$ cat src/rtl/rxr_pkg.sv
package rxr_pkg;

  localparam int WORD_W    = 32;
  localparam int NFLAGS    = 6;
  localparam int LEN_BITS  = 12;

  // address word bits
  localparam int OWN_BIT   = 0;
  localparam int WRAP_BIT  = 1;

  // status word bits
  localparam int ST_FIRST  = 14;
  localparam int ST_LAST   = 15;
  localparam int ST_BCAST  = 31;
  localparam int ST_TYPE   = 22;
  localparam int ST_ADR1   = 26;  // address match k lands at ST_ADR1 - (k-1)
  localparam int NADR      = 4;

  typedef enum logic [2:0] {
    ST_IDLE,
    ST_RDADDR,
    ST_WAITRD,
    ST_CHKADDR,
    ST_FILL,
    ST_WRSTAT,
    ST_WRADDR,
    ST_DROP
  } rxr_state_t;

endpackage

$ cat src/rtl/rxr_byte_packer.sv
module rxr_byte_packer #(
  parameter int LANES = 4,
  localparam int LW   = $clog2(LANES)
) (
  input  logic               clk,
  input  logic               rst,
  input  logic               take,
  input  logic [LW-1:0]      lane,
  input  logic [7:0]         byte_in,
  input  logic               flush,
  output logic [8*LANES-1:0] word_out,
  output logic [LANES-1:0]   be_out
);

  logic [8*LANES-1:0] acc;
  logic [LANES-1:0]   be;
  logic [LANES-1:0]   hit;

  for (genvar l = 0; l < LANES; l++) begin : g_lane
    assign hit[l]            = take && (lane == LW'(l));
    assign word_out[8*l +: 8] = hit[l] ? byte_in : acc[8*l +: 8];
    assign be_out[l]          = be[l] | hit[l];
  end

  always_ff @(posedge clk) begin
    if (rst) begin
      acc <= '0;
      be  <= '0;
    end else begin
      for (int l = 0; l < LANES; l++) begin
        if (hit[l]) acc[8*l +: 8] <= byte_in;
      end
      if (flush) be <= '0;
      else       be <= be | hit;
    end
  end

  // a flushed word always carries at least the byte that triggered it
  AST_FLUSH_HAS_BYTE: assert property (@(posedge clk) disable iff (rst)
    flush |-> (be_out != '0));

endmodule

$ cat src/rtl/rxr_ring_ptr.sv
module rxr_ring_ptr #(
  parameter int AW         = 32,
  parameter int DESC_BYTES = 8
) (
  input  logic          clk,
  input  logic          rst,
  input  logic [AW-1:0] base,
  input  logic          step,
  input  logic          wrap,
  output logic [AW-1:0] ptr
);

  always_ff @(posedge clk) begin
    if (rst)       ptr <= base;
    else if (step) ptr <= wrap ? base : ptr + AW'(DESC_BYTES);
  end

  AST_PTR_RETURN: assert property (@(posedge clk) disable iff (rst)
    (step && wrap) |=> (ptr == $past(base)));

  AST_PTR_HOLD: assert property (@(posedge clk) disable iff (rst)
    !step |=> $stable(ptr));

endmodule

$ cat src/rtl/rxr_status_fmt.sv
module rxr_status_fmt
  import rxr_pkg::*;
(
  input  logic                first,
  input  logic                last,
  input  logic [LEN_BITS-1:0] len,
  input  logic [NFLAGS-1:0]   flags,
  output logic [WORD_W-1:0]   word
);

  always_comb begin
    word           = '0;
    word[ST_FIRST] = first;
    if (last) begin
      word[ST_LAST]         = 1'b1;
      word[LEN_BITS-1:0]    = len;
      word[ST_BCAST]        = flags[0];
      word[ST_TYPE]         = flags[1];
      for (int k = 0; k < NADR; k++) begin
        word[ST_ADR1 - k] = flags[2 + k];
      end
    end
  end

endmodule

$ cat src/rtl/rxr_ring_writer.sv
module rxr_ring_writer
  import rxr_pkg::*;
#(
  parameter int AW        = 32,
  parameter int BUF_BYTES = 128
) (
  input  logic              clk,
  input  logic              rst,
  input  logic [AW-1:0]     ring_base,
  input  logic              in_valid,
  input  logic [7:0]        in_data,
  input  logic              in_sof,
  input  logic              in_eof,
  input  logic [5:0]        in_flags,
  output logic              in_ready,
  output logic              mem_req,
  output logic              mem_we,
  output logic [AW-1:0]     mem_addr,
  output logic [31:0]       mem_wdata,
  output logic [3:0]        mem_be,
  input  logic [31:0]       mem_rdata,
  output logic              nobuf
);

  localparam int DW         = WORD_W;
  localparam int LANES      = DW / 8;
  localparam int LW         = $clog2(LANES);
  localparam int OFF_W      = $clog2(BUF_BYTES);
  localparam int DESC_BYTES = 2 * LANES;

  rxr_state_t          state;
  logic [DW-1:0]       addr_word;
  logic [OFF_W-1:0]    off;
  logic [LEN_BITS-1:0] flen;
  logic [NFLAGS-1:0]   flags_q;
  logic                first;
  logic                last;

  logic [AW-1:0]       desc_ptr;
  logic [AW-1:0]       buf_base;
  logic [OFF_W-1:0]    word_off;
  logic [DW-1:0]       pk_word;
  logic [LANES-1:0]    pk_be;
  logic [DW-1:0]       st_word;
  logic                take;
  logic                flush;
  logic                buf_end;
  logic                step;

  // ---------------- stream side ----------------
  assign in_ready = (state == ST_FILL) || (state == ST_DROP) ||
                    ((state == ST_IDLE) && !in_sof);
  assign take     = in_valid && in_ready && (state == ST_FILL);
  assign buf_end  = (off == OFF_W'(BUF_BYTES - 1));
  assign flush    = take && ((off[LW-1:0] == LW'(LANES - 1)) || in_eof);

  assign buf_base = AW'({addr_word[DW-1:2], 2'b00});
  assign word_off = {off[OFF_W-1:LW], {LW{1'b0}}};
  assign step     = (state == ST_WRADDR);

  rxr_byte_packer #(.LANES(LANES)) u_pack (
    .clk      (clk),
    .rst      (rst),
    .take     (take),
    .lane     (off[LW-1:0]),
    .byte_in  (in_data),
    .flush    (flush),
    .word_out (pk_word),
    .be_out   (pk_be)
  );

  rxr_ring_ptr #(.AW(AW), .DESC_BYTES(DESC_BYTES)) u_ptr (
    .clk  (clk),
    .rst  (rst),
    .base (ring_base),
    .step (step),
    .wrap (addr_word[WRAP_BIT]),
    .ptr  (desc_ptr)
  );

  rxr_status_fmt u_stat (
    .first (first),
    .last  (last),
    .len   (flen),
    .flags (flags_q),
    .word  (st_word)
  );

  // ---------------- control and registered memory port ----------------
  always_ff @(posedge clk) begin
    if (rst) begin
      state     <= ST_IDLE;
      mem_req   <= 1'b0;
      mem_we    <= 1'b0;
      mem_addr  <= '0;
      mem_wdata <= '0;
      mem_be    <= '0;
      nobuf     <= 1'b0;
      addr_word <= '0;
      off       <= '0;
      flen      <= '0;
      flags_q   <= '0;
      first     <= 1'b0;
      last      <= 1'b0;
    end else begin
      mem_req <= 1'b0;
      mem_we  <= 1'b0;
      nobuf   <= 1'b0;
      case (state)
        ST_IDLE: begin
          if (in_valid && in_sof) begin
            first <= 1'b1;
            last  <= 1'b0;
            flen  <= '0;
            state <= ST_RDADDR;
          end
        end
        ST_RDADDR: begin
          mem_req  <= 1'b1;
          mem_addr <= desc_ptr;
          mem_be   <= '0;
          state    <= ST_WAITRD;
        end
        ST_WAITRD: state <= ST_CHKADDR;
        ST_CHKADDR: begin
          if (mem_rdata[OWN_BIT]) begin
            nobuf <= 1'b1;
            state <= ST_DROP;
          end else begin
            addr_word <= mem_rdata;
            off       <= '0;
            state     <= ST_FILL;
          end
        end
        ST_FILL: begin
          if (take) begin
            flen <= flen + 1'b1;
            off  <= off + 1'b1;
            if (flush) begin
              mem_req   <= 1'b1;
              mem_we    <= 1'b1;
              mem_addr  <= buf_base + AW'(word_off);
              mem_wdata <= pk_word;
              mem_be    <= pk_be;
            end
            if (in_eof) begin
              last    <= 1'b1;
              flags_q <= in_flags;
            end
            if (in_eof || buf_end) state <= ST_WRSTAT;
          end
        end
        ST_WRSTAT: begin
          mem_req   <= 1'b1;
          mem_we    <= 1'b1;
          mem_addr  <= desc_ptr + AW'(LANES);
          mem_wdata <= st_word;
          mem_be    <= '1;
          state     <= ST_WRADDR;
        end
        ST_WRADDR: begin
          mem_req   <= 1'b1;
          mem_we    <= 1'b1;
          mem_addr  <= desc_ptr;
          mem_wdata <= addr_word | DW'(1);
          mem_be    <= '1;
          first     <= 1'b0;
          state     <= last ? ST_IDLE : ST_RDADDR;
        end
        ST_DROP: begin
          if (in_valid && in_eof) state <= ST_IDLE;
        end
        default: state <= ST_IDLE;
      endcase
    end
  end

  // ---------------- assertions ----------------
  AST_STALL_ON_DESC: assert property (@(posedge clk) disable iff (rst)
    (state inside {ST_RDADDR, ST_WAITRD, ST_CHKADDR, ST_WRSTAT, ST_WRADDR}) |-> !in_ready);

  AST_OWN_HANDOFF: assert property (@(posedge clk) disable iff (rst)
    (state == ST_WRADDR) |=> (mem_req && mem_we && mem_wdata[OWN_BIT] && (mem_be == '1)));

  AST_STATUS_FIRST: assert property (@(posedge clk) disable iff (rst)
    (state == ST_WRADDR) |-> ($past(state) == ST_WRSTAT));

  AST_WRITE_HAS_BE: assert property (@(posedge clk) disable iff (rst)
    (mem_req && mem_we) |-> (mem_be != '0));

  AST_NOBUF_PULSE: assert property (@(posedge clk) disable iff (rst)
    nobuf |=> !nobuf);

  AST_IDLE_QUIET: assert property (@(posedge clk) disable iff (rst)
    ((state == ST_IDLE) && $past(state) == ST_IDLE) |-> !mem_req);

endmodule

$ cat config.mk
export PLATFORM = sky130hd
export DESIGN_NAME = rxr_ring_writer
export DESIGN_NICKNAME = d
export VERILOG_FILES = /design/src/rtl/rxr_pkg.sv /design/src/rtl/rxr_byte_packer.sv /design/src/rtl/rxr_ring_ptr.sv /design/src/rtl/rxr_status_fmt.sv /design/src/rtl/rxr_ring_writer.sv
export SDC_FILE = /design/constraint.sdc
export NUM_CORES = 1
export LEC_CHECK = 0
export BUFFER_PORTS_ARGS = -buffer_cell sky130_fd_sc_hd__buf_2
export CAP_MARGIN = 20
export CORE_UTILIZATION = 57
export DETAILED_ROUTE_END_ITERATION = 8
export PLACE_DENSITY_LB_ADDON = 0.12
export SLEW_MARGIN = 5
export SYNTH_ARGS = -nofsm -noshare
export SYNTH_HDL_FRONTEND = slang
export SYNTH_SLANG_ARGS = --single-unit
$ cat constraint.sdc
create_clock -name clk -period 3.4 [get_ports clk]
set_clock_uncertainty 0.05 [all_clocks]
set_input_delay 0.17 -clock clk [delete_from_list [all_inputs] [get_ports clk]]
set_output_delay 0.17 -clock clk [all_outputs]
set_load 0.02 [all_outputs]
# Word level (Yosys, flattened, before mapping)
# Index checks and enable logic that the tools add are counted.
# op_classes
addsub	5
n_eq_ne	18
mux	44
bitwise	7
n_reduce_logical	39
# ops
cell	n
32-bit 2-to-1 mux	7
32-bit case mux with 3 select lines	2
12-bit 2-to-1 mux	3
32-bit by 3-bit adder with 32-bit output (second input constant)	1
32-bit by 4-bit adder with 32-bit output (second input constant)	1
32-bit by 7-bit adder with 32-bit output	1
8-bit 2-to-1 mux	4
12-bit case mux with 2 select lines	1
3-bit case mux with 8 select lines	1
3-bit AND reduction	6
7-bit 2-to-1 mux	2
7-bit case mux with 2 select lines	1
12-bit by 1-bit adder with 12-bit output (second input constant)	1
3-bit equality test (second input constant)	4
3-bit 2-to-1 mux	4
4-bit case mux with 3 select lines	1
1-bit logical AND	10
1-bit 2-to-1 mux	10
3-bit nonzero test	3
4-bit 2-to-1 mux	2
2-bit != test (second input constant)	4
1-bit case mux with 2 select lines	4
4-bit AND reduction	2
2-bit nonzero test	4
other kinds (19)	34
# word_totals
ff_bits	200
in_bits	83
out_inout_bits	72

# Logic depth before layout (Yosys ltp)
# Gate-level depths: netlist (run 1).
# logic_depth
depth_word	10
mapped_depth	9
depth_no_buf	9

# Modules after synthesis
# A second synthesis (run 1) with hierarchy kept.
# unflattened
cells_unflattened	1362
area_unflattened_um2	11367.2
# modules_own_cells
mod	instances	cells_each	area_per_inst_um2	seq_area_each_um2
rxr_ring_writer	1	961	7349.5	2642.5
rxr_ring_ptr	1	197	1948.1	960.9
rxr_byte_packer	1	170	1819.2	720.7
rxr_status_fmt	1	34	250.2	0.0

# Worst setup path before layout (run 1)
# Ideal clock, no wire load.
# synth_timing
path_type	register -> register
startpoint	reg off[2]
endpoint	reg mem_addr[16]
setup_time_ns	0.133
arrival_time_ns	2.319
t_required_ns	3.217
path_slack_ns	0.898
stages_incl_launch_ff	10
period_less_slack_ns	2.502
cell_sequence	dfxtp_1 ha_1 inv_1 fa_1 nand2b_1 a21oi_1 o21ai_1 o31a_1 o21ai_0 a311oi_1
# synth_between
elab_chain_len	4
# synth_rtl
item	line	source
start, declared	rxr_ring_writer.sv:33	logic [OFF_W-1:0] off;
start signal, assigned	rxr_ring_writer.sv:138	off <= off + 1'b1;
32-bit by 7-bit adder with 32-bit output	rxr_ring_writer.sv:142	mem_addr <= buf_base + AW'(word_off);
32-bit 2-to-1 mux	rxr_ring_writer.sv:139	if (flush) begin
32-bit 2-to-1 mux	rxr_ring_writer.sv:136	if (take) begin
32-bit case mux with 3 select lines	rxr_ring_writer.sv:109	case (state)
end signal, assigned	rxr_ring_writer.sv:120	mem_addr <= desc_ptr;
end signal, assigned	rxr_ring_writer.sv:142	
end signal, assigned	rxr_ring_writer.sv:156	mem_addr <= desc_ptr + AW'(LANES);
end, declared	rxr_ring_writer.sv:18	output logic [AW-1:0] mem_addr,
# No other way between the ends. The select of a mux whose other input is x is not followed.
# A chain may end at the register's enable or synchronous reset.

# Worst setup path in the final report (run 1)
# Ends and elaborated chain as after synthesis.

==> results of run 1 <==
metal layers:
layer | vias to the layer above | share of wire (%)
met2 | 468 | 46
met5 | - | 0
met4 | 0 | 2.7
met3 | 64 | 8.4
li1 | 4776 | -
met1 | 4714 | 43
stage by stage:
step / hold WS (ps) / cells / util [%] / setup WS [ps]
after floorplan: 256 / 1230 / - / 898
after global placement: 361 / 1544 / 63.9 / 579
after detailed placement: 369 / 1544 / 63.9 / 449
after CTS: 0.107 / 1644 / 71.4 / 429
after global routing: 22.2 / 1645 / 71.4 / 119
final: 12.8 / 1645 / 71.4 / 356
sequential cells by signal, summed over array words and instances (netlist names):
signal,flops
mem_addr,32
mem_be,4
u_pack.be,4
flags_q,6
mem_we,1
first,1
last,1
mem_req,1
flen,12
addr_word,31
u_pack.acc,32
off,7
state,3
mem_wdata,32
nobuf,1
u_ptr.ptr,32
worst max-delay path: cells and delay by family (launching register included):
kind | cells | cell delay (ps)
and+or+nand+nor | 1 | 190
AOI/OAI and AO/OA | 5 | 1580
buffers and inverters | 1 | 60
DFF | 1 | 400
adders and majority gates | 2 | 600
final timing paths:
| kind | from | to | slack [ps] | depth (start not counted) |
|---|---|---|---|---|
| setup reg to reg | off[2] | mem_addr[16] | 360 | 9 |
| hold reg to reg | u_pack.be[3] | u_pack.be[3] | 380 | 2 |
| hold / removal | ring_base[30] | u_ptr.ptr[30] | 10 | 3 |
| setup / recovery | off[2] | mem_addr[16] | 360 | 9 |
layout by cell type (no fill, tap or decap), types with 11 or more instances in the layout:
master and instances:
edfxtp_1 32, xnor2_1 37, dfxtp_1 168, nand4_1 23, nor3_1 36, buf_4 26, a31oi_1 11, mux2i_1 26
clkbuf_16 17, a221oi_1 12, buf_2 153, inv_1 13, o21ai_0 56, a211oi_1 52, nand2_1 165, and3_1 13
ha_1 13, nand3_1 35, nor2_1 179, xor2_1 20, dlygate4sd3_1 69, a21oi_1 79
cells by family after synthesis:
logic type	count (synthesis)
AND/OR/NAND/NOR	522
adder cells (fa/ha/maj)	14
flip-flops	200
AO/OA/AOI/OAI	297
buffers and inverters	104
multiplexers	36
XOR/XNOR	57
where the power goes:
| group | switching [W] | total (W) | internal, W | leakage (nW) |
|---|---|---|---|---|
| Clock | 0.00101 | 0.00207 | 0.00106 | 0.291 |
| Combinational | 0.00141 | 0.00219 | 0.000779 | 2.86 |
| Sequential | 0.000306 | 0.00302 | 0.00272 | 1.68 |
repair_timing:
action,4_1_cts,5_1_grt
hold buffers,68,1
endpoints found under the setup margin,0,0
hold endpoints to repair,68,1
setup buffers,0,0
area by class of cell:
type / instances / area (um^2) / area share, %
Clock inverter: 15 / 180 / 1.46
Timing Repair Buffer: 249 / 1670 / 13.5
Sequential cell: 200 / 4320 / 35.0
Clock buffer: 17 / 425 / 3.44
Multi-Input combinational cell: 926 / 5420 / 43.9
Tap cell: 225 / 282 / 2.28
Inverter: 13 / 48.8 / 0.395
==> impl_metrics.toml, run 1 <==
[synthesis]
yosys-top-cells-count = "181 x nor2_1, 168 x dfxtp_1, 165 x nand2_1, 79 x a21oi_1, 79 x clkbuf_1"
yosysSeqAreaShare_pct = 42.7
synth_ff_type = "dfxtp_1"
netlist_area_um2 = 10100
synth_top_family_by_area = "simple AND/OR/NAND/NOR gates"
synth-xor-area-share_pct = 4.93
synth_area_leaders = "dfxtp_1 33%, edfxtp_1 9.5%, nor2_1 6.7%, nand2_1 6.1%, a21oi_1 3.9%"
synth-edff-count = 32
yosys.area_share.adder_pct = 1.80
yosysTopAreaCell = "dfxtp_1"
avgSynthCellArea_um2 = 8.23
synth_compound_area_share_pct = 19.3
syn_inst = 1230
syn_nets = 1327
synthMuxAreaShare_pct = 3.68
yosys_warnings = 0
synth-simple-area-share_pct = 23.5
async_flop_share_pct = 0
netlist.area_leader.share_pct = 33.2
synth-seq-cells = 200
yosysMostFrequentCell = "nor2_1"
synth_cell_types = 70

[power]
power_density_nw_per_um2 = 589
irDropWorstVdd_mv = 0.492
leakage_nw = 4.83
total_power_w = 0.00728

[critical_path]
crit_slowest_cell = "a21oi_1"
critPathMaxStageDelay_ps = 520
critPathArrivalTime_ps = 3270
critical_path.max_fanout = 10
cp.required_ps = 3630
endpoint_kind = "register"
start_kind = "register"
critPathKind = "register to register"
cp_cell_sequence = "ha_1, inv_1, fa_1, nand2b_1, a21oi_1, o21ai_1, o31a_1, o21ai_0, a311oi_1"

[cts]
numCtsBuffers = 17
clk_latency_ps = 440
cts.htree.levels = 4
tritoncts = "done"
clock-root-buffer = "clkbuf_16"
clkTransAtPathRegs_ps = 80
cts_resized = 0
clockBufferDepth = 2
clock_sinks = 200

[min_path]
hold_path.class = "input pin to register"

[timing]
tightest_slew_ps = 992
relSlewSlack_pct = 32.1
min_period_ps = 3040
max_freq_mhz = 328
hold_viol_final = 0
fin_crit_sh_pct = 89.5
setup_tns_ps = 0
rsz0062_at_grt = "no"
slew_viol_final = 0
setup_viol = 0

[drt]
drt-pass1-iter-count = 5
drt-initial-drc-count = 1036
vias = 10022
drc = 0
postRouteAntennaNets = 0
wl_per_cell_um = 18.8
via_per_inst = 6.09
wl_um = 30900

[placed_design]
routabilityCongestion = 0.949
io_buffer_count = 154
place_area_um2 = 11100
dp_hpwl_um = 21200

[floorplanning]
fp.dieW_um = 135
die_h_um = 135
core_um2 = 17300
ioPinCount = 155
num_rows = 48
initial_core_util_pct = 58.6
die_area_um2 = 18300

[status]
status = "finished clean"

[job]
maxCapViolCount = 0

[global_route]
grt_start_max_net_pins = 159
grt_usage_pct = 34.2
antenna_found_initial = 1
met3_usage_pct = 7.00
grt-ovfl-total = 0
grt_pass1_wl_um = 48000
met2_usage_pct = 54.1
gr-max-usage-layer = "met2"
grt_pass1_vias = 9092
grt_util_met1_pct = 46.1

[final_layout]
syn_to_final_growth_pct = 22.0
antenna_cells = 0
fin_nets = 1504
drive_gt1_share_pct = 16.6
fillerInstances = 1424
final_area_um2 = 12400
(Power assumes the default switching activity.)
==> inputs of run 2 (changes only) <==
--- a/config.mk
+++ b/config.mk
@@ -9,7 +9,7 @@
 export CAP_MARGIN = 20
 export CORE_UTILIZATION = 57
 export DETAILED_ROUTE_END_ITERATION = 8
-export PLACE_DENSITY_LB_ADDON = 0.12
+export PLACE_DENSITY = 0.8
 export SLEW_MARGIN = 5
 export SYNTH_ARGS = -nofsm -noshare
 export SYNTH_HDL_FRONTEND = slang
==> run 2 against run 1 <==
  * Wire length up 1.2%
  * Final area down 0.36%
  * Non-clock buffer count down 7
  * Flip-flop and latch count unchanged
  * Clock power up 4%
  * Critical endpoint unchanged
  * Highest routed layer unchanged
==> impl_metrics.toml, run 2 (synthesis gave the netlist of run 1 again) <==
[min_path]
holdPathEnd = "nobuf"
hold_path.startpoint = "mem_rdata[0]"
hold_path.class = "input pin to register"
hold_path_depth = 2

[final_layout]
fin_nets = 1497
final_common_cell = "nor2_1"
antenna_cells = 0
drive_gt1_share_pct = 16.1
syn_to_final_growth_pct = 21.5
layout_common_cells = "179 x nor2_1, 168 x dfxtp_1, 165 x nand2_1, 153 x buf_2, 79 x a21oi_1"
fillerInstances = 1381

[critical_path]
endpoint_kind = "register"
start_kind = "register"
path_delay_family = "compound AO/OA/AOI/OAI gates"
critical_path.max_fanout = 10
critPathKind = "register to register"
reg2reg_from = "addr_word[2]"
crit_slowest_cell = "dfxtp_1"
crit_buf_inv = 2
rr_worst_depth = 10
critPathMaxStageDelay_ps = 420
r2r_slack_ps = 620
cp_cell_sequence = "ha_1, inv_1, fa_1, nand2b_1, a21oi_1, buf_4, o21ai_1, o31a_1, o21ai_0, a311oi_1"
cp.required_ps = 3650
r2r_end = "mem_addr[16]"
critPathArrivalTime_ps = 3030

[floorplanning]
core_um2 = 17300
die_h_um = 135
ioPinCount = 155
num_rows = 48
initial_core_util_pct = 58.6
fp.dieW_um = 135
die_area_um2 = 18300

[timing]
tightest_slew_ps = 987
rsz0062_at_grt = "no"
slew_viol_final = 0
hold_viol_final = 0
fin_crit_sh_pct = 81.8
setup_tns_ps = 0
relSlewSlack_pct = 34.2
setup_viol = 0
min_period_ps = 2780
max_freq_mhz = 360
hold-worst-slack_ps = 4.05

[placed_design]
io_buffer_count = 154
dp_hpwl_um = 21300
routabilityCongestion = 0.944

[cts]
numCtsBuffers = 17
tritoncts = "done"
clkTransAtPathRegs_ps = 80
cts.htree.levels = 4
clockBufferDepth = 2
clk_latency_ps = 450
clock-root-buffer = "clkbuf_16"
clock_sinks = 200

[status]
status = "finished clean"

[drt]
vias = 10115
wl_per_cell_um = 19.1
postRouteAntennaNets = 0
via_per_inst = 6.18
wl_um = 31300
drc = 0
drt-initial-drc-count = 1432
drt-pass1-iter-count = 7

[global_route]
antenna_found_initial = 0
grt_pass1_wl_um = 48800
grt_usage_pct = 34.4
grt_start_max_net_pins = 125
grt-ovfl-total = 0
grt_pass1_vias = 9293

[power]
total_power_w = 0.00733
irDropWorstVdd_mv = 0.432
power_density_nw_per_um2 = 596
leakage_nw = 4.81

[job]
maxCapViolCount = 0
-- run 2: cell types whose count changed in the layout (fill, tap and decap cells not counted), sizes merged --
cell,previous run,this run
buf,180,174
bufinv,1,3
inv,20,18
dlygate4sd3,69,68
clkinvlp,2,0
-- run 2: power breakdown --
part	internal (W)	switching [W]	total, W	leakage [nW]
clock	0.00118	0.000968	0.00215	0.301
sequential	0.00272	0.000313	0.00303	1.68
combinational	0.000761	0.00139	0.00215	2.83
total	0.00466	0.00267	0.00733	4.81
-- run 2: area by class of cell --
| type | instances | area (um^2) | share of cell area (%) |
|---|---|---|---|
| Timing Repair Buffer | 242 | 1620 | 13.1 |
| Tap cell | 225 | 282 | 2.29 |
| Multi-Input combinational cell | 926 | 5420 | 44.0 |
| Clock buffer | 17 | 425 | 3.46 |
| Sequential cell | 200 | 4320 | 35.1 |
| Inverter | 13 | 48.8 | 0.396 |
| Clock inverter | 13 | 190 | 1.55 |
-- run 2: worst max path at each step --
stage / from / end / slack (ps) / cells after the start
finish: addr_word[2] / mem_addr[16] / 620 / 10
global route: addr_word[2] / mem_addr[16] / 460 / 10
CTS: addr_word[2] / mem_addr[10] / 690 / 10
detailed placement: addr_word[2] / mem_addr[10] / 720 / 10
global placement: addr_word[2] / mem_addr[16] / 800 / 10
floorplan: off[2] / mem_addr[16] / 900 / 9
-- run 2: stage by stage --
stage | cell area (um^2) | std cells | worst slack (ps) | util, %
6_report | 12300 | 1636 | 620 | 71.2
5_1_grt | 12300 | 1636 | 463 | 71.2
4_1_cts | 12300 | 1636 | 691 | 71.2
3_5_place_dp | 11000 | 1538 | 715 | 63.7
3_3_place_gp | 11000 | 1538 | 801 | 63.7
2_1_floorplan | 10100 | 1230 | 898 | -
-- run 2: repair_timing --
| item | in CTS | in global routing |
|---|---|---|
| resized for setup | 0 | 0 |
| hold endpoints to repair | 68 | 0 |
| endpoints found under the setup margin | 0 | 0 |
| hold buffers | 68 | 0 |
| setup buffers | 0 | 0 |
-- run 2: layer usage --
metal / up-vias / GRT usage (%) / wire length [um]
met3: 83 / 5.61 / 2770
met2: 549 / 54.6 / 14500
met4: 0 / 14.9 / 1090
li1: 4749 / - / -
met5: - / 0 / 0
met1: 4734 / 46.4 / 12900
==> inputs of run 3 (changes only) <==
==> constraint.sdc (replaced) <==
create_clock -name clk -period 2.9 [get_ports clk]
set_clock_uncertainty 0.05 [all_clocks]
set_input_delay 0.145 -clock clk [delete_from_list [all_inputs] [get_ports clk]]
set_output_delay 0.145 -clock clk [all_outputs]
set_load 0.02 [all_outputs]
==> run 3 against run 2 <==
  * Power rose by 15%
  * Clock power rose by 5%
  * Maximum frequency rose by 7.1%
  * Wire length rose by 0.32%
  * Sequential share of layout area fell by 0.48 points
  * Non-clock buffer count rose by 30
  * Utilization rose by 0.98 points
  * Sequential power rose by 17%
  * Via count rose by 1.6%
  * Hold slack improved by 18 ps
  * Register-to-register slack got worse by 320 ps
  * Critical endpoint is now mem_wdata[2]
  * Largest cell class unchanged
==> impl_metrics.toml, run 3 (synthesis gave the netlist of run 1 again) <==
[drt]
postRouteAntennaNets = 0
drt-pass1-iter-count = 6
wl_um = 31400
drt-initial-drc-count = 1237
drc = 0
wl_per_cell_um = 18.8
vias = 10279
via_per_inst = 6.17

[cts]
clock-root-buffer = "clkbuf_16"
clk_latency_ps = 450
clock_sinks = 200
numCtsBuffers = 17
clockBufferDepth = 2
clkTransAtPathRegs_ps = 80
tritoncts = "done"
cts.htree.levels = 4

[global_route]
grt_pass1_wl_um = 49600
antenna_found_initial = 0
grt_usage_pct = 35.0
grt_start_max_net_pins = 112
grt_pass1_vias = 9483
grt-ovfl-total = 0

[power]
irDropWorstVdd_mv = 0.518
comb_power_share_pct = 31.4
power_density_nw_per_um2 = 675
seq_power_share_pct = 41.9
power_switching_w = 0.00314
pwr-share-clk_pct = 26.7
leakage_nw = 4.93
p_int_w = 0.00528
p_sw_share_pct = 37.3

[critical_path]
endpoint_kind = "register"
crit_slowest_cell = "nor2_1"
start_kind = "register"
path_delay_family = "simple AND/OR/NAND/NOR gates"
critical_path.max_fanout = 15
critPathArrivalTime_ps = 2890
critPathKind = "register to register"
critPathMaxStageDelay_ps = 840
cp_cell_sequence = "nand3b_1, nor2_1, buf_4, a221oi_1, a211oi_1"
crit_buf_inv = 1
cp.required_ps = 3200

[final_layout]
antenna_cells = 0
layout_common_cells = "179 x nor2_1, 168 x dfxtp_1, 165 x nand2_1, 153 x buf_2, 79 x a21oi_1"
finalNonFillerCells = 1666
fin_nets = 1527
drive_gt1_share_pct = 17.6
syn_to_final_growth_pct = 23.2
final_common_cell = "nor2_1"

[floorplanning]
fp.dieW_um = 135
core_um2 = 17300
initial_core_util_pct = 58.6
die_area_um2 = 18300
ioPinCount = 155
die_h_um = 135
num_rows = 48

[timing]
relSlewSlack_pct = 32.4
rsz0062_at_grt = "no"
tightest_slew_ps = 1010
max_freq_mhz = 385
slew_viol_final = 0
setup_tns_ps = 0
setup_viol = 0
fin_crit_sh_pct = 89.5
hold_viol_final = 0
min_period_ps = 2600

[status]
status = "finished clean"

[placed_design]
placedCellCount = 1565
io_buffer_count = 154
dp_hpwl_um = 21900
routabilityCongestion = 0.944

[min_path]
hold_path.class = "input pin to register"

[job]
maxCapViolCount = 0
run 3: power by group through the flow:
stage	sequential, W	clock, W	combinational [W]
floorplan	0.00375	0	0.00139
global placement	0.00358	0	0.00248
detailed placement	0.00358	0	0.00252
CTS	0.00352	0.00227	0.00260
global route	0.00356	0.00236	0.00288
finish	0.00353	0.00225	0.00264
run 3: area by class of cell:
| class | instances | area, um^2 |
|---|---|---|
| Clock inverter | 12 | 111 |
| Sequential cell | 200 | 4320 |
| Fill cell | 1375 | 4820 |
| Multi-Input combinational cell | 926 | 5420 |
| Inverter | 13 | 48.8 |
| Tap cell | 225 | 282 |
| Timing Repair Buffer | 272 | 1860 |
| Clock buffer | 18 | 429 |
run 3: metal layers:
layer | global-route usage, % | vias up | part of all wire, %
li1 | - | 4814 | -
met5 | 0 | - | 0
met2 | 55.8 | 556 | 46
met1 | 46.9 | 4835 | 41
met3 | 6.70 | 74 | 9.4
met4 | 13.5 | 0 | 3.1
run 3: timing repair:
action / in CTS / in global routing
hold endpoints to repair: 78 / 0
hold buffers: 71 / 0
setup buffers: 0 / 0
gates resized for setup: 0 / 0
run 3: worst paths after layout:
check | slack, ps | startpoint | cells after the start | end
worst min register to register | 400 | u_pack.be[3] | 2 | u_pack.be[3]
worst max register to register | 300 | state[0] | 5 | mem_wdata[2]
worst max-delay path | 300 | state[0] | 5 | mem_wdata[2]
worst min-delay path | 20 | in_data[6] | 3 | u_pack.acc[30]
run 3: stage by stage:
stage / hold WS [ps] / cell area (um^2) / setup slack [ps] / total power (W) / utilization (%)
CTS: 0.802 / 12500 / 350 / 0.00839 / 72.1
global placement: 336 / 11200 / 477 / 0.00606 / 64.9
global route: 23.8 / 12500 / 16.5 / 0.00880 / 72.1
detailed placement: 343 / 11200 / 372 / 0.00610 / 64.9
finish: 22.1 / 12500 / 305 / 0.00842 / 72.1
floorplan: 231 / 10100 / 398 / 0.00514 / -
run 3: worst register-to-register path, delay by kind of cell, from the launching register on:
family                 cells  cell delay [ps]
buffers and inverters      1              300
AO/OA/AOI/OAI              2              400
AND/OR/NAND/NOR            2             1130
flip-flops                 1              630
